--- src/rtl/evt_streamer.sv ---
module evt_streamer #(
  parameter int EVENT_WORDS = 1536,
  parameter int PEND_W      = 4
) (
  input  logic        clk,
  input  logic        rst,
  input  logic        trig,
  input  logic        link_en,
  output logic        link_req,
  output logic        link_vld,
  output logic [31:0] link_data
);
  localparam logic [15:0]       LAST_IDX = 16'(EVENT_WORDS - 1);
  localparam logic [PEND_W-1:0] PEND_MAX = '1;

  logic [PEND_W-1:0] pend, pend_nx;
  logic [15:0]       widx, evno;
  logic [1:0]        en_hist;
  logic              vld;

  wire done = vld && (widx == LAST_IDX);
  wire take = trig && ((pend != PEND_MAX) || done);

  always_comb begin
    case ({take, done})
      2'b10:   pend_nx = pend + 1'b1;
      2'b01:   pend_nx = pend - 1'b1;
      default: pend_nx = pend;
    endcase
  end

  always_ff @(posedge clk) begin
    if (rst) begin
      pend    <= '0;
      widx    <= '0;
      evno    <= '0;
      en_hist <= '0;
      vld     <= 1'b0;
    end else begin
      pend    <= pend_nx;
      en_hist <= {en_hist[0], link_en};
      vld     <= (pend_nx != '0) && (link_en || (|en_hist));
      if (vld) begin
        if (done) begin
          widx <= '0;
          evno <= evno + 16'd1;
        end else begin
          widx <= widx + 16'd1;
        end
      end
    end
  end

  assign link_req  = (pend != '0);
  assign link_vld  = vld;
  assign link_data = {evno, widx};

  AST_VLD_NEEDS_REQ: assert property (@(posedge clk) disable iff (rst) link_vld |-> link_req);
  AST_IDX_HOLD: assert property (@(posedge clk) disable iff (rst) !link_vld |=> $stable(link_data));
  AST_IDX_STEP: assert property (@(posedge clk) disable iff (rst)
    (link_vld && link_data[15:0] != LAST_IDX) |=> link_data[15:0] == $past(link_data[15:0]) + 16'd1);
  AST_EVNO_STEP: assert property (@(posedge clk) disable iff (rst)
    (link_vld && link_data[15:0] == LAST_IDX) |=> (link_data == {$past(link_data[31:16]) + 16'd1, 16'd0}));
  AST_REQ_FALL: assert property (@(posedge clk) disable iff (rst)
    $fell(link_req) |-> ($past(link_vld) && $past(link_data[15:0]) == LAST_IDX));
endmodule

--- config.mk ---
export PLATFORM = sky130hd
export DESIGN_NAME = evt_streamer
export DESIGN_NICKNAME = d
export VERILOG_FILES = /design/src/rtl/evt_streamer.sv
export SDC_FILE = /design/constraint.sdc
export NUM_CORES = 1
export LEC_CHECK = 0
export BUFFER_PORTS_ARGS = -buffer_cell sky130_fd_sc_hd__buf_2
export CORE_UTILIZATION = 53
export CTS_CLUSTER_DIAMETER = 200
export DETAILED_ROUTE_END_ITERATION = 10
export PLACE_DENSITY = 0.88
export RECOVER_POWER = 50
export SYNTH_ARGS = -nofsm -noshare
export SYNTH_HDL_FRONTEND = slang
export SYNTH_SLANG_ARGS = --single-unit
--- constraint.sdc ---
create_clock -name clk -period 3.75 [get_ports clk]
set_input_delay 0 -clock clk [delete_from_list [all_inputs] [get_ports clk]]
set_output_delay 0 -clock clk [all_outputs]
set_load 0.005 [all_outputs]
==> flow_metrics.py, run 1 <==
metrics = {
    "sta": {
        "worst_pin_slew_ns": 0.597,
        "setup_viol": 0,
        "setup_tns_ns": 0,
        "maxSlewHeadroom_pct": 59.9,
        "hold_slack_ns": 0.0829,
        "fmax_mhz": 326,
        "period_share_pct": 81.9,
        "rsz0062_at_grt": "false",
        "drv_slew": 0,
        "finalHoldViolCount": 0,
        "period_needed_ns": 3.07,
        "skew_ns": 0.00490,
    },
    "yosys": {
        "synthTopCellsByArea": "dfxtp_1 43%, xor2_1 9.7%, nor2_1 6.4%",
        "synth_top_area_share_pct": 43.2,
        "synth_area_um2": 1810,
        "synth.top_cells.by_count": "39 x dfxtp_1, 31 x nor2_1, 20 x xor2_1, 16 x nand2_1, 15 x nand4_1",
        "ys_types": 37,
        "synth-edff-count": 0,
        "synthArstFlopShare_pct": 0,
        "synth.most_common_cell": "dfxtp_1",
        "syn_nets": 213,
        "synth_top_cell_by_area": "dfxtp_1",
        "ys_seq_area_share_pct": 43.2,
        "synth_ff_type": "dfxtp_1",
        "post_synth.cell_area_avg_um2": 8.86,
        "ys_seq_elements": 39,
        "syn_inst": 204,
        "synth_warnings": 0,
    },
    "global_routing": {
        "first_global_vias": 1289,
        "gr-total-overflow": 0,
        "grt_pass1_wl_um": 5750,
        "grt_usage_pct": 21.1,
        "grt_max_degree": 28,
        "antenna_found_initial": 0,
    },
    "critical_path": {
        "arrival_ns": 3.29,
        "reg2reg_from": "widx[14]",
        "rrSetupSlack_ns": 0.68,
        "crit_path_start": "widx[14]",
        "worst_path_max_delay_cell": "or4_4",
        "critPathCapture": "link_vld",
        "crit_buf_inv": 0,
        "crit_required_ns": 3.97,
        "end_kind": "register",
        "critical_path.top_delay_family": "simple AND/OR/NAND/NOR gates",
        "r2r_end": "link_vld",
        "slowest_delay_ns": 0.58,
        "crit_type": "register to register",
        "worstPathCellList": "or4_4 -> nor4_1 -> and2_1 -> ha_1 -> a21o_1 -> a21oi_1 -> mux2i_1 -> xor2_1 -> a31oi_1",
        "crit_cells": 9,
        "r2r_cells": 9,
        "start_kind": "register",
        "cp_max_fo": 5,
    },
    "cts": {
        "clockRootBuffer": "clkbuf_4",
        "clk_path_buf_depth": 2,
        "cts.sinks": 39,
        "cts.clk_slew.worst_paths_ns": 0.11,
        "clk_latency_ns": 0.34,
        "cts_resized": 0,
        "numCtsBuffers": 5,
        "cts_tree": "yes",
        "cts_max_level": 2,
    },
    "run": {
        "drv_cap": 0,
    },
    "die": {
        "die_h_um": 60.4,
        "ios": 38,
        "coreArea_um2": 3150,
        "die_area_um2": 3650,
        "die_width_um": 60.4,
        "fp-row-count": 20,
        "start_util_pct": 57.3,
    },
    "route": {
        "drtIter0Drc": 98,
        "first_pass_iters": 4,
        "post_drt_wl_per_cell_um": 12.0,
        "ant_nets": 0,
        "viasPerCell": 5.31,
        "finalWirelength_um": 3470,
        "drc": 0,
        "via_count": 1530,
    },
    "finish": {
        "syn_to_final_growth_pct": 14.1,
        "drive_gt1_share_pct": 12.7,
        "nFillCells": 307,
        "antenna_cells": 0,
        "finalNetCount": 253,
    },
    "status": {
        "status": "finished, final reports clean",
    },
    "placed_design": {
        "io_buffers": 37,
        "dp_hpwl_um": 2490,
        "gp_congestion": 0.876,
    },
    "power_and_ir_drop": {
        "peakVddDrop_v": 0.000220,
        "p_leak_nw": 0.807,
        "powerDensity_nw_per_um2": 334,
    },
    "hold_path": {
        "hold_class": "input port to register",
    },
}
-- flip-flops by register name, indices dropped and copies added (netlist names) --
name and cells:
widx 16, link_vld 1, evno 16, en_hist 2, pend 4
-- what timing repair did --
item                                   in CTS  in global routing
endpoints found under the hold margin       1                  0
hold buffers                                1                  0
buffers inserted                            0                  0
-- layer usage --
metal,routed length (um),global-route usage [%],vias to the layer above
met5,0,0,-
met3,138,6.61,6
li1,-,-,786
met2,1560,31.9,24
met4,48,6.98,0
met1,1720,28.5,714
-- stage by stage --
stage          utilization (%)  setup slack [ns]  cells  area [um^2]  total power (W)
6_report                  65.4             0.678    288         2060         0.000689
2_1_floorplan                -             0.990    204         1810         0.000467
4_1_cts                   66.2             0.707    288         2090         0.000696
5_1_grt                   65.4             0.525    288         2060         0.000723
3_5_place_dp              64.1             0.732    280         2020         0.000480
3_3_place_gp              64.1             0.878    280         2020         0.000478
-- layout by cell type (no fill, tap or decap), types with 3 or more instances in the layout --
| master | netlist | routed |
|---|---|---|
| clkbuf_1 | 4 | 17 |
| o21ai_0 | 7 | 7 |
| xor2_1 | 20 | 20 |
| xnor2_1 | 6 | 6 |
| buf_1 | 0 | 3 |
| nor2b_1 | 3 | 3 |
| buf_2 | 0 | 17 |
| dfxtp_1 | 39 | 39 |
| or3_1 | 6 | 6 |
| and3_1 | 6 | 6 |
| a21oi_1 | 11 | 11 |
| nand3_1 | 5 | 5 |
| nand2_1 | 16 | 16 |
| nand4_1 | 15 | 15 |
| ha_1 | 4 | 4 |
| clkbuf_4 | 0 | 5 |
| nor2_1 | 31 | 31 |
| inv_1 | 6 | 6 |
-- power breakdown --
group          internal (W)  switching [W]
registers          0.000421     0.00000825
logic             0.0000191      0.0000224
clock network     0.0000869       0.000132
-- area by class of cell --
class / count / area, um^2 / area share [%]
multi-input cells: 154 / 978 / 47.4
clock inverters: 1 / 5.00 / 0.243
repair buffers: 38 / 170 / 8.25
well taps: 44 / 55.1 / 2.67
flip-flops and latches: 39 / 781 / 37.8
clock buffers: 6 / 51.3 / 2.49
inverters: 6 / 22.5 / 1.09
-- how the worst min path moves through the flow --
stage / cells after the start / end / startpoint
final: 2 / evno[6] / rst
after global routing: 2 / pend[0] / rst
after CTS: 2 / evno[6] / rst
after detailed placement: 2 / en_hist[0] / link_en
after global placement: 2 / en_hist[0] / link_en
after floorplan: 1 / en_hist[0] / link_en
-- kinds of logic (layout without fill, tap and decap cells) --
| group | Yosys count | in the layout | share of synthesized area (%) |
|---|---|---|---|
| multiplexers | 1 | 1 | 0.554 |
| flip-flops | 39 | 39 | 43.2 |
| buffers and inverters | 11 | 51 | 2.70 |
| AO/OA/AOI/OAI | 23 | 23 | 7.20 |
| adder cells (fa/ha/maj) | 5 | 5 | 3.88 |
| XOR/XNOR | 26 | 26 | 12.6 |
| AND/OR/NAND/NOR | 99 | 99 | 29.9 |
No activity file was read; power rests on OpenSTA's default activity.
==> inputs of run 2 (changes only) <==
--- a/config.mk
+++ b/config.mk
@@ -5,11 +5,12 @@
 export SDC_FILE = /design/constraint.sdc
 export NUM_CORES = 1
 export LEC_CHECK = 0
+export ABC_AREA = 1
 export BUFFER_PORTS_ARGS = -buffer_cell sky130_fd_sc_hd__buf_2
-export CORE_UTILIZATION = 53
+export CORE_UTILIZATION = 49
 export CTS_CLUSTER_DIAMETER = 200
 export DETAILED_ROUTE_END_ITERATION = 10
-export PLACE_DENSITY = 0.88
+export PLACE_DENSITY = 0.85
 export RECOVER_POWER = 50
 export SYNTH_ARGS = -nofsm -noshare
 export SYNTH_HDL_FRONTEND = slang
==> constraint.sdc (replaced) <==
create_clock -name clk -period 2.59 [get_ports clk]
set_input_delay 0 -clock clk [delete_from_list [all_inputs] [get_ports clk]]
set_output_delay 0 -clock clk [all_outputs]
set_load 0.005 [all_outputs]
==> flow_metrics.py, run 2 <==
metrics = {
    "status": {
        "status": "finished, final reports clean",
    },
    "global_routing": {
        "grt_usage_pct": 20.4,
        "first_global_vias": 1645,
        "antenna_found_initial": 0,
        "gr-total-overflow": 0,
        "grt_max_degree": 21,
        "grt_pass1_wl_um": 6820,
    },
    "die": {
        "die_area_um2": 4400,
        "die_h_um": 66.3,
        "coreArea_um2": 3970,
        "die_width_um": 66.3,
        "start_util_pct": 51.0,
        "fp-row-count": 23,
        "ios": 38,
    },
    "yosys": {
        "ys_types": 33,
        "synth_top_area_share_pct": 38.5,
        "synth.most_common_cell": "nand2_1",
        "ys_seq_area_share_pct": 38.5,
        "synth-edff-count": 0,
        "syn_inst": 278,
        "synth_ff_type": "dfxtp_1",
        "synth_area_um2": 2030,
        "synth.top_cells.by_count": "50 x nand2_1, 44 x nor2_1, 39 x dfxtp_1, 35 x inv_1, 16 x nand3_1",
        "ys_seq_elements": 39,
        "syn_nets": 287,
        "post_synth.cell_area_avg_um2": 7.29,
        "synthArstFlopShare_pct": 0,
        "synth_top_cell_by_area": "dfxtp_1",
        "synth_warnings": 0,
        "synthTopCellsByArea": "dfxtp_1 39%, nand2_1 9.3%, nor2_1 8.1%",
    },
    "finish": {
        "antenna_cells": 0,
        "syn_to_final_growth_pct": 18.4,
        "reg_top3": "evno: 16 flops, widx: 16 flops, pend: 4 flops",
        "final_common_cell": "nand2_1",
        "layout_common_cells": "50 x nand2_1, 44 x nor2_1, 37 x dfxtp_1",
        "drive_gt1_share_pct": 19.6,
        "finalNetCount": 335,
        "fin_cells": 377,
    },
    "route": {
        "first_pass_iters": 4,
        "post_drt_wl_per_cell_um": 11.3,
        "viasPerCell": 5.04,
        "drtIter0Drc": 98,
        "finalWirelength_um": 4260,
        "via_count": 1900,
        "ant_nets": 0,
        "drc": 0,
    },
    "sta": {
        "drv_slew": 0,
        "setup_tns_ns": 0,
        "period_share_pct": 89.1,
        "worst_pin_slew_ns": 0.399,
        "fmax_mhz": 433,
        "period_needed_ns": 2.31,
        "setup_ws_ns": 0.283,
        "maxSlewHeadroom_pct": 73.4,
        "setup_viol": 0,
        "skew_ns": 0.00709,
        "finalHoldViolCount": 0,
        "rsz0062_at_grt": "false",
    },
    "cts": {
        "clk_latency_ns": 0.29,
        "numCtsBuffers": 5,
        "cts_max_level": 2,
        "cts_tree": "yes",
        "clockRootBuffer": "clkbuf_8",
        "cts.clk_slew.worst_paths_ns": 0.07,
        "clk_path_buf_depth": 2,
        "cts.sinks": 39,
    },
    "power_and_ir_drop": {
        "p_leak_nw": 1.07,
        "peakVddDrop_v": 0.000346,
        "finalPower_w": 0.00113,
        "powerDensity_nw_per_um2": 473,
    },
    "placed_design": {
        "dp_hpwl_um": 3140,
        "gp_congestion": 0.894,
        "io_buffers": 37,
        "place_inst": 366,
        "dpl_worst_slack_ns": 0.170,
    },
    "critical_path": {
        "end_kind": "register",
        "cp_max_fo": 7,
        "crit_required_ns": 2.77,
        "start_kind": "register",
        "arrival_ns": 2.49,
        "crit_type": "register to register",
    },
    "run": {
        "drv_cap": 0,
    },
    "hold_path": {
        "hold_class": "input port to register",
    },
}
run 2: what timing repair did:
action                                  in CTS  in global routing
hold buffers                                 1                  0
gates resized for setup                      0                  4
buffers inserted                             0                  2
hold endpoints to repair                     2                  0
endpoints found under the setup margin       0                  2
run 2: metrics by stage:
step / hold WS (ns) / util (%) / instance area, um^2
finish: 0.111 / 60.4 / 2400
floorplan: 0.107 / - / 2030
CTS: 0.105 / 60.4 / 2400
global route: 0.116 / 60.4 / 2400
detailed placement: 0.234 / 57.6 / 2290
global placement: 0.229 / 57.6 / 2290
run 2: final timing paths:
kind              start          to  slack (ns)  cells past startpoint
max             widx[0]    link_vld        0.28                     16
min                 rst     evno[0]        0.11                      2
max reg2reg     widx[0]    link_vld        0.28                     16
min reg2reg  en_hist[0]  en_hist[1]        0.42                      2
run 2: cell families (layout without fill, tap and decap cells):
family,count (synthesis),after routing,synth area share [%]
AOI/OAI and AO/OA,31,31,8.58
xor gates and xnor gates,10,10,4.32
adders and majority gates,5,5,3.46
buffers and inverters,42,91,8.33
DFF,39,39,38.5
and+or+nand+nor,151,151,36.8
run 2: worst max-delay path, cell delays in order (launching register included):
cell and delay, ns:
dfxtp_2 0.36, ha_1 0.18, nand4_1 0.15, nor2_4 0.20
nand3_4 0.13, inv_1 0.10, ha_1 0.27, nand2_1 0.09
nand2_1 0.06, a31oi_2 0.18, inv_1 0.08, nand2_2 0.07
nand3_1 0.06, nand2_1 0.09, inv_1 0.04, nor2_1 0.10
nor2_1 0.04
run 2: power breakdown:
group          switching [W]  leakage (nW)  internal [W]
sequential        0.00000888         0.317      0.000610
clock               0.000201        0.0515      0.000243
combinational      0.0000463         0.706     0.0000249
run 2: area by class of cell:
type / count / area [um^2]
tap: 50 / 62.6
timing repair buffer: 45 / 218
clock buffer: 8 / 100
inverter: 38 / 145
sequential: 39 / 783
fill: 375 / 1570
multi-input combinational: 197 / 1090
run 2: layer usage:
| metal | vias up | track usage [%] | wire length, um |
|---|---|---|---|
| met4 | 0 | 6.12 | 44 |
| met1 | 862 | 24.4 | 1980 |
| met3 | 5 | 6.21 | 210 |
| li1 | 991 | - | - |
| met2 | 42 | 34.8 | 2030 |
| met5 | - | 0 | 0 |
